## config.mk

```make
export PLATFORM = sky130hd
export DESIGN_NAME = bank_addr_gen
export DESIGN_NICKNAME = d
export VERILOG_FILES = /design/src/rtl/bag_pkg.sv /design/src/rtl/bag_ext_regs.sv /design/src/rtl/bag_bank_sel.sv /design/src/rtl/bag_space_dec.sv /design/src/rtl/bank_addr_gen.sv
export SDC_FILE = /design/constraint.sdc
export NUM_CORES = 1
export LEC_CHECK = 0
export BUFFER_PORTS_ARGS = -buffer_cell sky130_fd_sc_hd__buf_2
export CORE_UTILIZATION = 33
export CTS_BUF_LIST = sky130_fd_sc_hd__clkbuf_8
export CTS_CLUSTER_SIZE = 28
export DETAILED_ROUTE_END_ITERATION = 12
export HOLD_SLACK_MARGIN = 0.03
export PLACE_DENSITY_LB_ADDON = 0.12
export SYNTH_ARGS = -nofsm -noshare
export SYNTH_HDL_FRONTEND = slang
export SYNTH_SLANG_ARGS = --single-unit
```

## constraint.sdc

```tcl
create_clock -name clk -period 2.95 [get_ports clk]
set_input_delay 0.4425 -clock clk [delete_from_list [all_inputs] [get_ports clk]]
set_output_delay 0.4425 -clock clk [all_outputs]
set_load 0.05 [all_outputs]
```

## src/rtl/bag_pkg.sv

```systemverilog
package bag_pkg;
  localparam int NUM_FIELDS = 6;

  typedef enum logic [2:0] {
    SRC_X   = 3'd0,
    SRC_Y   = 3'd1,
    SRC_Z   = 3'd2,
    SRC_PC  = 3'd3,
    SRC_SP  = 3'd4,
    SRC_EXT = 3'd5
  } src_e;

  typedef enum logic [2:0] {
    KIND_IFETCH = 3'd0,
    KIND_RSTVEC = 3'd1,
    KIND_EXCVEC = 3'd2,
    KIND_DATA   = 3'd3,
    KIND_STACK  = 3'd4
  } kind_e;
endpackage

```

## src/rtl/bag_ext_regs.sv

```systemverilog
module bag_ext_regs #(
  parameter int BANK_W = 4,
  localparam int NF = bag_pkg::NUM_FIELDS,
  localparam int EXT_W = 4 * BANK_W
) (
  input  logic                      clk,
  input  logic                      rst_n,
  input  logic                      ext_we,
  input  logic [EXT_W-1:0]          ext_wd,
  input  logic                      pk_we,
  input  logic [BANK_W-1:0]         pk_wd,
  input  logic                      sk_we,
  input  logic [BANK_W-1:0]         sk_wd,
  output logic [NF-1:0][BANK_W-1:0] fields
);
  // Index fields: slot 0 (X) sits highest in the packed word below the extended-mode field
  for (genvar g = 0; g < 3; g++) begin : g_idx
    always_ff @(posedge clk or negedge rst_n) begin
      if (!rst_n)      fields[g] <= '0;
      else if (ext_we) fields[g] <= ext_wd[(2-g)*BANK_W +: BANK_W];
    end
  end

  always_ff @(posedge clk or negedge rst_n) begin
    if (!rst_n)      fields[bag_pkg::SRC_EXT] <= '0;
    else if (ext_we) fields[bag_pkg::SRC_EXT] <= ext_wd[3*BANK_W +: BANK_W];
  end

  always_ff @(posedge clk or negedge rst_n) begin
    if (!rst_n)     fields[bag_pkg::SRC_PC] <= '0;
    else if (pk_we) fields[bag_pkg::SRC_PC] <= pk_wd;
  end

  always_ff @(posedge clk or negedge rst_n) begin
    if (!rst_n)     fields[bag_pkg::SRC_SP] <= '0;
    else if (sk_we) fields[bag_pkg::SRC_SP] <= sk_wd;
  end
endmodule

```

## src/rtl/bag_bank_sel.sv

```systemverilog
module bag_bank_sel #(
  parameter int BANK_W = 4,
  localparam int NF = bag_pkg::NUM_FIELDS
) (
  input  logic [2:0]                src,
  input  logic [NF-1:0][BANK_W-1:0] fields,
  output logic [BANK_W-1:0]         bank,
  output logic                      bad
);
  always_comb begin
    bank = '0;
    bad  = 1'b1;
    for (int i = 0; i < NF; i++) begin
      if (src == 3'(i)) begin
        bank = fields[i];
        bad  = 1'b0;
      end
    end
  end
endmodule

```

## src/rtl/bag_space_dec.sv

```systemverilog
module bag_space_dec (
  input  logic [2:0] kind,
  output logic       prog
);
  always_comb begin
    unique case (kind)
      bag_pkg::KIND_IFETCH,
      bag_pkg::KIND_RSTVEC: prog = 1'b1;
      default:              prog = 1'b0;
    endcase
  end
endmodule

```

## src/rtl/bank_addr_gen.sv

```systemverilog
module bank_addr_gen #(
  parameter int BANK_W = 4,
  parameter int OFF_W  = 16,
  localparam int ADDR_W = BANK_W + OFF_W,
  localparam int EXT_W  = 4 * BANK_W,
  localparam int NF     = bag_pkg::NUM_FIELDS
) (
  input  logic              clk,
  input  logic              rst_n,
  input  logic              ext_wr_en,
  input  logic [EXT_W-1:0]  ext_wr_data,
  input  logic              pk_wr_en,
  input  logic [BANK_W-1:0] pk_wr_data,
  input  logic              sk_wr_en,
  input  logic [BANK_W-1:0] sk_wr_data,
  input  logic              req_valid,
  output logic              req_ready,
  input  logic [2:0]        req_src,
  input  logic [OFF_W-1:0]  req_offset,
  input  logic [2:0]        req_kind,
  output logic              rsp_valid,
  input  logic              rsp_ready,
  output logic [ADDR_W-1:0] rsp_addr,
  output logic              rsp_prog,
  output logic              rsp_err
);
  logic [NF-1:0][BANK_W-1:0] fields;
  logic [BANK_W-1:0]         sel_bank;
  logic                      sel_bad;
  logic                      sel_prog;
  logic                      accept;

  bag_ext_regs #(.BANK_W(BANK_W)) u_regs (
    .clk(clk), .rst_n(rst_n),
    .ext_we(ext_wr_en), .ext_wd(ext_wr_data),
    .pk_we(pk_wr_en), .pk_wd(pk_wr_data),
    .sk_we(sk_wr_en), .sk_wd(sk_wr_data),
    .fields(fields)
  );

  bag_bank_sel #(.BANK_W(BANK_W)) u_sel (
    .src(req_src), .fields(fields), .bank(sel_bank), .bad(sel_bad)
  );

  bag_space_dec u_space (.kind(req_kind), .prog(sel_prog));

  assign req_ready = !rsp_valid || rsp_ready;
  assign accept    = req_valid && req_ready;

  always_ff @(posedge clk or negedge rst_n) begin
    if (!rst_n) begin
      rsp_valid <= 1'b0;
      rsp_addr  <= '0;
      rsp_prog  <= 1'b0;
      rsp_err   <= 1'b0;
    end else if (accept) begin
      rsp_valid <= 1'b1;
      rsp_addr  <= {sel_bank, req_offset};
      rsp_prog  <= sel_prog;
      rsp_err   <= sel_bad;
    end else if (rsp_ready) begin
      rsp_valid <= 1'b0;
    end
  end
endmodule

```

==> qor.txt, run 1 <==
Slowest-stage cell, CP -> dfrtp_1
Fin nets -> 264
Worst endpoint data arrival time -> 1.27 ns
Clk buf depth -> 2
Final period utilization -> 0.579
Peak VDD IR -> 0.000274 V
Design Area, Final -> 2560 um2
Type of origin of the critical path -> flop
Post-Route Setup TNS -> 0 ns
Die span in y -> 80.5 um
First-pass GRT wire length -> 6730 um
Placed Cells -> 279
Syn_nets -> 188
Clk sinks -> 47
Number of detailed-route iterations in the first pass -> 5
R2R depth -> 4
Layout cell share with drive strength beyond 1 -> 0.630
Cell Area, Placed -> 2460 um2
Reg area -> 1180 um2
Worst skew pair latency -> 0.29 ns
Slew HR -> 0.318
# setup viols final -> 0
N_diodes -> 0
Final Max Slew Viols -> 0
Worst-path cell chain -> nor2b_4 -> inv_4 -> buf_2
Crit-path leading delay family -> flip-flops
Worst path bufs/invs -> 2
Min Hold Slack -> 0.319 ns
Root buf cell -> clkbuf_8
Via Count -> 1378
RSZ-0062 raised after global routing -> no
Least-Margin Pin Slew -> 1.02 ns
PD cells -> 638 nW/um2
Initial Utilization -> 0.343
DP HPWL -> 3170 um
Non-filler instance count after layout -> 286
Min Clock Period, post-route -> 1.71 ns
Hold Buf Count CTS -> 0
Crit-path max FO -> 11
Final Hold Vio Count -> 0
Post-synth top area share -> 0.578
Most frequent cells in the layout -> 75 x buf_2, 47 x dfrtp_1, 36 x mux2_2
Area of the multi-input gates -> 801 um2
DRT iter0 DRCs -> 76
CP endpoint kind -> output port
Post-synthesis cell count -> 135
CTS Buf Count -> 5
H-tree depth -> 2
FF-to-FF setup slack -> 1.45 ns
Largest net degree at the start of global routing -> 48
DIE AREA -> 6480 um2
DRC Markers -> 0
Critical path's largest stage delay -> 0.35 ns
GRT Overall Usage -> 0.141
Critical R2R Launch -> rsp_valid
LEAKAGE -> 1.21 nW
Ranking of synthesized cells by area -> dfrtp_1 58%, mux2_2 20%, mux2_4 8.9%, a211oi_1 3.0%, o221ai_1 1.7%
Vias in the first global route -> 1360
Clock-pin slew on the worst setup and hold paths -> 0.09 ns
Post-CTS setup buffer count -> 0
Hold WC Path Type -> primary input to asynchronous set/reset pin
Commonest non-fill, non-tap cell in the layout -> buf_2
Post-CTS resize count -> 0
Max Fclk -> 0.585 GHz
Layout fillers -> 572
Area delta synth->final -> 26.0%
FF+latch count, synth -> 47
CTS tree -> built
Cell taking the most area after synthesis -> dfrtp_1
Site row count -> 28
Total wire length -> 4250 um
Status -> complete, no violations
Antenna Violating Nets Remaining -> 0
I/O pin count -> 77
Register area share after synthesis -> 0.578
Initial antenna violation count -> 0
Port bufs -> 75
Worst reg2reg endpoint -> rsp_addr[7]
Clk_skew -> 0.00820 ns
Number of max-cap violations -> 0
Netlist Area Pre-Place -> 2030 um2
Worst setup path class -> flop to output port
Total power -> 1.63 mW
Synthesis Warnings -> 0
Routed length per instance -> 14.8 um
Yosys cell types -> 20
Vias per inst -> 4.82
Gpl congestion -> 0.740
Die Wd -> 80.5 um
Core Footprint -> 5920 um2
Required @ worst endpoint -> 2.51 ns
GRT overflow -> 0
Syn Area/Cell -> 15.1 um2
## layout make-up
type / instances / share of cell area
Sequential cell: 47 / 0.459
Multi-Input combinational cell: 79 / 0.312
Timing Repair Buffer: 75 / 0.146
Tap cell: 75 / 0.0366
Clock buffer: 5 / 0.0269
Clock inverter: 2 / 0.0132
Inverter: 3 / 0.00537
## cell usage after synthesis (all sizes together)
cell	count
nand3b	1
mux2	48
inv	3
a21oi	4
o21ai	3
a211oi	8
buf	6
o31ai	1
o221ai	4
nand2	3
nor2b	2
nor4	4
dfrtp	47
nand2b	1
## cell families after synthesis
group                  count (synthesis)  share of synthesized area
buffers and inverters                  9                     0.0277
and+or+nand+nor                       11                     0.0382
AOI/OAI and AO/OA                     20                     0.0677
DFF                                   47                      0.578
muxes                                 48                      0.288
## through the flow
step	utilization	worst slack (ns)
2_1_floorplan	-	1.26
3_5_place_dp	0.415	1.26
5_1_grt	0.433	1.17
3_3_place_gp	0.415	1.30
6_report	0.433	1.24
4_1_cts	0.433	1.22
## registers in the layout (all words and copies together), names as in the netlist
register       count
rsp_valid          1
u_regs.fields     24
rsp_prog           1
rsp_addr          20
rsp_err            1
## worst max-delay path by stage
stage                     cells after the start  startpoint      endpoint
after floorplan                               5   rsp_valid  rsp_addr[10]
after global placement                        5   rsp_ready   rsp_addr[4]
after detailed placement                      5   rsp_ready   rsp_addr[7]
after CTS                                     3   rsp_valid     req_ready
after global routing                          3   rsp_valid     req_ready
final                                         3   rsp_valid     req_ready
## metal layers
layer,share of wire,track usage,vias to the layer above,routed length (um)
met1,0.45,0.184,678,1910
met3,0.071,0.0432,5,301
met5,0,0,-,0
li1,-,-,648,-
met4,0.012,0.0429,0,52
met2,0.47,0.222,47,1990
## power by group
group          leakage [nW]  internal (mW)  switching, mW
sequential            0.550          0.723         0.0413
clock                0.0554          0.245          0.202
combinational         0.608          0.153          0.271
total                  1.21           1.12          0.514
Note: power is estimated with default switching activity, not from simulation.
==> run 2: changes to the inputs <==
--- a/config.mk
+++ b/config.mk
@@ -5,6 +5,7 @@
 export SDC_FILE = /design/constraint.sdc
 export NUM_CORES = 1
 export LEC_CHECK = 0
+export ABC_AREA = 1
 export BUFFER_PORTS_ARGS = -buffer_cell sky130_fd_sc_hd__buf_2
 export CORE_UTILIZATION = 33
 export CTS_BUF_LIST = sky130_fd_sc_hd__clkbuf_8
==> constraint.sdc (replaced) <==
create_clock -name clk -period 1.68 [get_ports clk]
set_input_delay 0.252 -clock clk [delete_from_list [all_inputs] [get_ports clk]]
set_output_delay 0.252 -clock clk [all_outputs]
set_load 0.05 [all_outputs]
==> run 2 against run 1 <==
Effect of this change: clock-buffer cell count did not move; critical path type unchanged; clock power rose by 42%; sequential power rose by 75%; first-iteration DRC count fell by 37%; utilization barely moved; global-route usage rose by 0.14 points; largest cell class unchanged; synthesized area barely moved; wire length fell by 2.4%; via count rose by 7.8%; flip-flop and latch count did not move; critical path depth fell by 1.
==> qor.txt, run 2 <==
Routed length per instance -> 12.8 um
Min Hold Slack -> 0.136 ns
PD cells -> 1060 nW/um2
P_int -> 1.79 mW
Fin util -> 0.433
Ranking of synthesized cells by area -> dfrtp_1 58%, mux2_2 20%, nand2_1 5.9%, nand4_1 3.7%, buf_6 2.2%
Number of max-cap violations -> 0
Hold path depth -> 2
Register area share after synthesis -> 0.578
Core Footprint -> 5920 um2
First-pass GRT wire length -> 7040 um
Clock-pin slew on the worst setup and hold paths -> 0.08 ns
Commonest non-fill, non-tap cell in the layout -> buf_2
Cell taking the most area after synthesis -> dfrtp_1
GRT Overall Usage -> 0.142
Cell Area, Placed -> 2470 um2
Worst skew pair latency -> 0.29 ns
Syn_nets -> 222
Synthesis Warnings -> 0
Post-Route Setup TNS -> 0 ns
DP HPWL -> 3060 um
Initial Utilization -> 0.344
Crit-path max FO -> 3
Root buf cell -> clkbuf_8
Clk sinks -> 47
Port bufs -> 75
Switching Power -> 0.921 mW
Antenna Violating Nets Remaining -> 0
I/O pin count -> 77
Number of flip-flops in the largest register -> 24
Initial antenna violation count -> 0
Total wire length -> 4150 um
Ys flop type -> dfrtp_1
Yosys cell types -> 17
Clk_skew -> 0.00313 ns
Least-Margin Pin Slew -> 0.456 ns
Register name with the most flops -> u_regs.fields
Die span in y -> 80.5 um
Final period utilization -> 0.772
Syn Area/Cell -> 12.0 um2
DRT iter0 DRCs -> 48
Slew HR -> 0.696
Hold WC Path Type -> primary input to flop
CTS tree -> built
FF+latch count, synth -> 47
Final Max Slew Viols -> 0
Design Area, Final -> 2560 um2
Biggest regs -> u_regs.fields (24), rsp_addr (20)
FFs w/ async S/R, synth -> 1.00
Number of detailed-route iterations in the first pass -> 4
Peak VDD IR -> 0.000481 V
Placed Cells -> 314
Gpl congestion -> 0.691
Non-filler instance count after layout -> 323
Status -> complete, no violations
FF-to-FF setup slack -> 0.46 ns
Fin nets -> 300
DRC Markers -> 0
LEAKAGE -> 1.29 nW
Post-synth top area share -> 0.578
Via Count -> 1486
Required @ worst endpoint -> 1.43 ns
Type of origin of the critical path -> flop
Post-CTS resize count -> 0
Sequential share of power -> 0.494
N_diodes -> 0
Vias in the first global route -> 1556
Post-synthesis cell count -> 169
Net Sw Frac -> 0.340
Area delta synth->final -> 25.9%
Largest net degree at the start of global routing -> 30
DIE AREA -> 6480 um2
CTS Buf Count -> 5
EDFF count, synth -> 0
Max Fclk -> 0.771 GHz
Die Wd -> 80.5 um
Clk buf depth -> 2
GRT overflow -> 0
Most numerous cell in the Yosys netlist -> dfrtp_1
CP endpoint kind -> output port
Synth top cells by count -> 47 x dfrtp_1, 36 x mux2_2, 32 x nand2_1, 12 x nand4_1, 8 x a21oi_1
R2R depth -> 4
Min Clock Period, post-route -> 1.30 ns
Gate power share -> 0.272
RSZ-0062 raised after global routing -> no
Worst endpoint data arrival time -> 1.04 ns
Most frequent cells in the layout -> 75 x buf_2, 46 x dfrtp_1, 36 x mux2_2
H-tree depth -> 2
Layout cell share with drive strength beyond 1 -> 0.512
Layout fillers -> 588
Final Hold Vio Count -> 0
Clock power frac -> 0.234
Site row count -> 28
Vias per inst -> 4.60
Netlist Area Pre-Place -> 2030 um2
# setup viols final -> 0
Worst setup path class -> flop to output port
==> run 2: cell count changes in the layout (fill, tap and decap cells not counted), sizes merged, moves of 5 or more <==
cell    change
nand2      +30
inv         +6
a211oi      -8
mux2       -12
nor2        +5
nand4      +12
==> run 2: worst paths after layout <==
check / to / from
worst max-delay path: req_ready / rsp_valid
worst min-delay path: rsp_prog / req_kind[2]
worst max register to register: rsp_addr[3] / rsp_valid
worst min register to register: rsp_prog / rsp_prog
max in group asynchronous: rsp_valid / rst_n
min in group asynchronous: u_regs.fields[0] / rst_n
==> run 2: what timing repair did <==
action,in CTS,in global routing
hold endpoints to repair,18,0
hold buffers,1,0
buffers inserted,0,0
==> run 2: critical path, cell delays in order, from the launching register on <==
cell and delay [ns]:
dfrtp_2 0.41, nand2_2 0.09, buf_2 0.26
==> run 2: area by class of cell <==
| class | instances | area [um2] | area share |
|---|---|---|---|
| Tap cell | 75 | 93.8 | 0.0366 |
| Timing Repair Buffer | 79 | 420 | 0.164 |
| Clock inverter | 3 | 12.5 | 0.00489 |
| Sequential cell | 47 | 1180 | 0.460 |
| Multi-Input combinational cell | 106 | 758 | 0.296 |
| Inverter | 8 | 30.0 | 0.0117 |
| Clock buffer | 5 | 68.8 | 0.0269 |
==> run 2: power groups by stage <==
stage	clock network, mW	logic, mW	registers [mW]
after floorplan	0	0.235	1.65
after global placement	0	0.741	1.36
after detailed placement	0	0.744	1.36
after CTS	0.676	0.748	1.34
after global routing	0.718	0.796	1.36
final	0.634	0.739	1.34
==> run 2: metal layers <==
metal  track usage  vias up  part of all wire
met5             0        -                 0
met2         0.219       42              0.46
li1              -      738                 -
met1         0.187      701              0.47
met3        0.0375        5             0.059
met4        0.0589        0             0.013
==> run 2: kinds of logic after synthesis <==
| logic type | count (synthesis) | share of synthesized area |
|---|---|---|
| AOI/OAI and AO/OA | 14 | 0.0394 |
| DFF | 47 | 0.578 |
| muxes | 36 | 0.199 |
| and+or+nand+nor | 56 | 0.134 |
| buffers and inverters | 16 | 0.0492 |
==> run 2: through the flow <==
stage / power, mW / setup slack [ns]
final: 2.71 / 0.383
after global routing: 2.88 / 0.336
after CTS: 2.76 / 0.362
after detailed placement: 2.11 / 0.381
after global placement: 2.10 / 0.394
after floorplan: 1.89 / 0.143
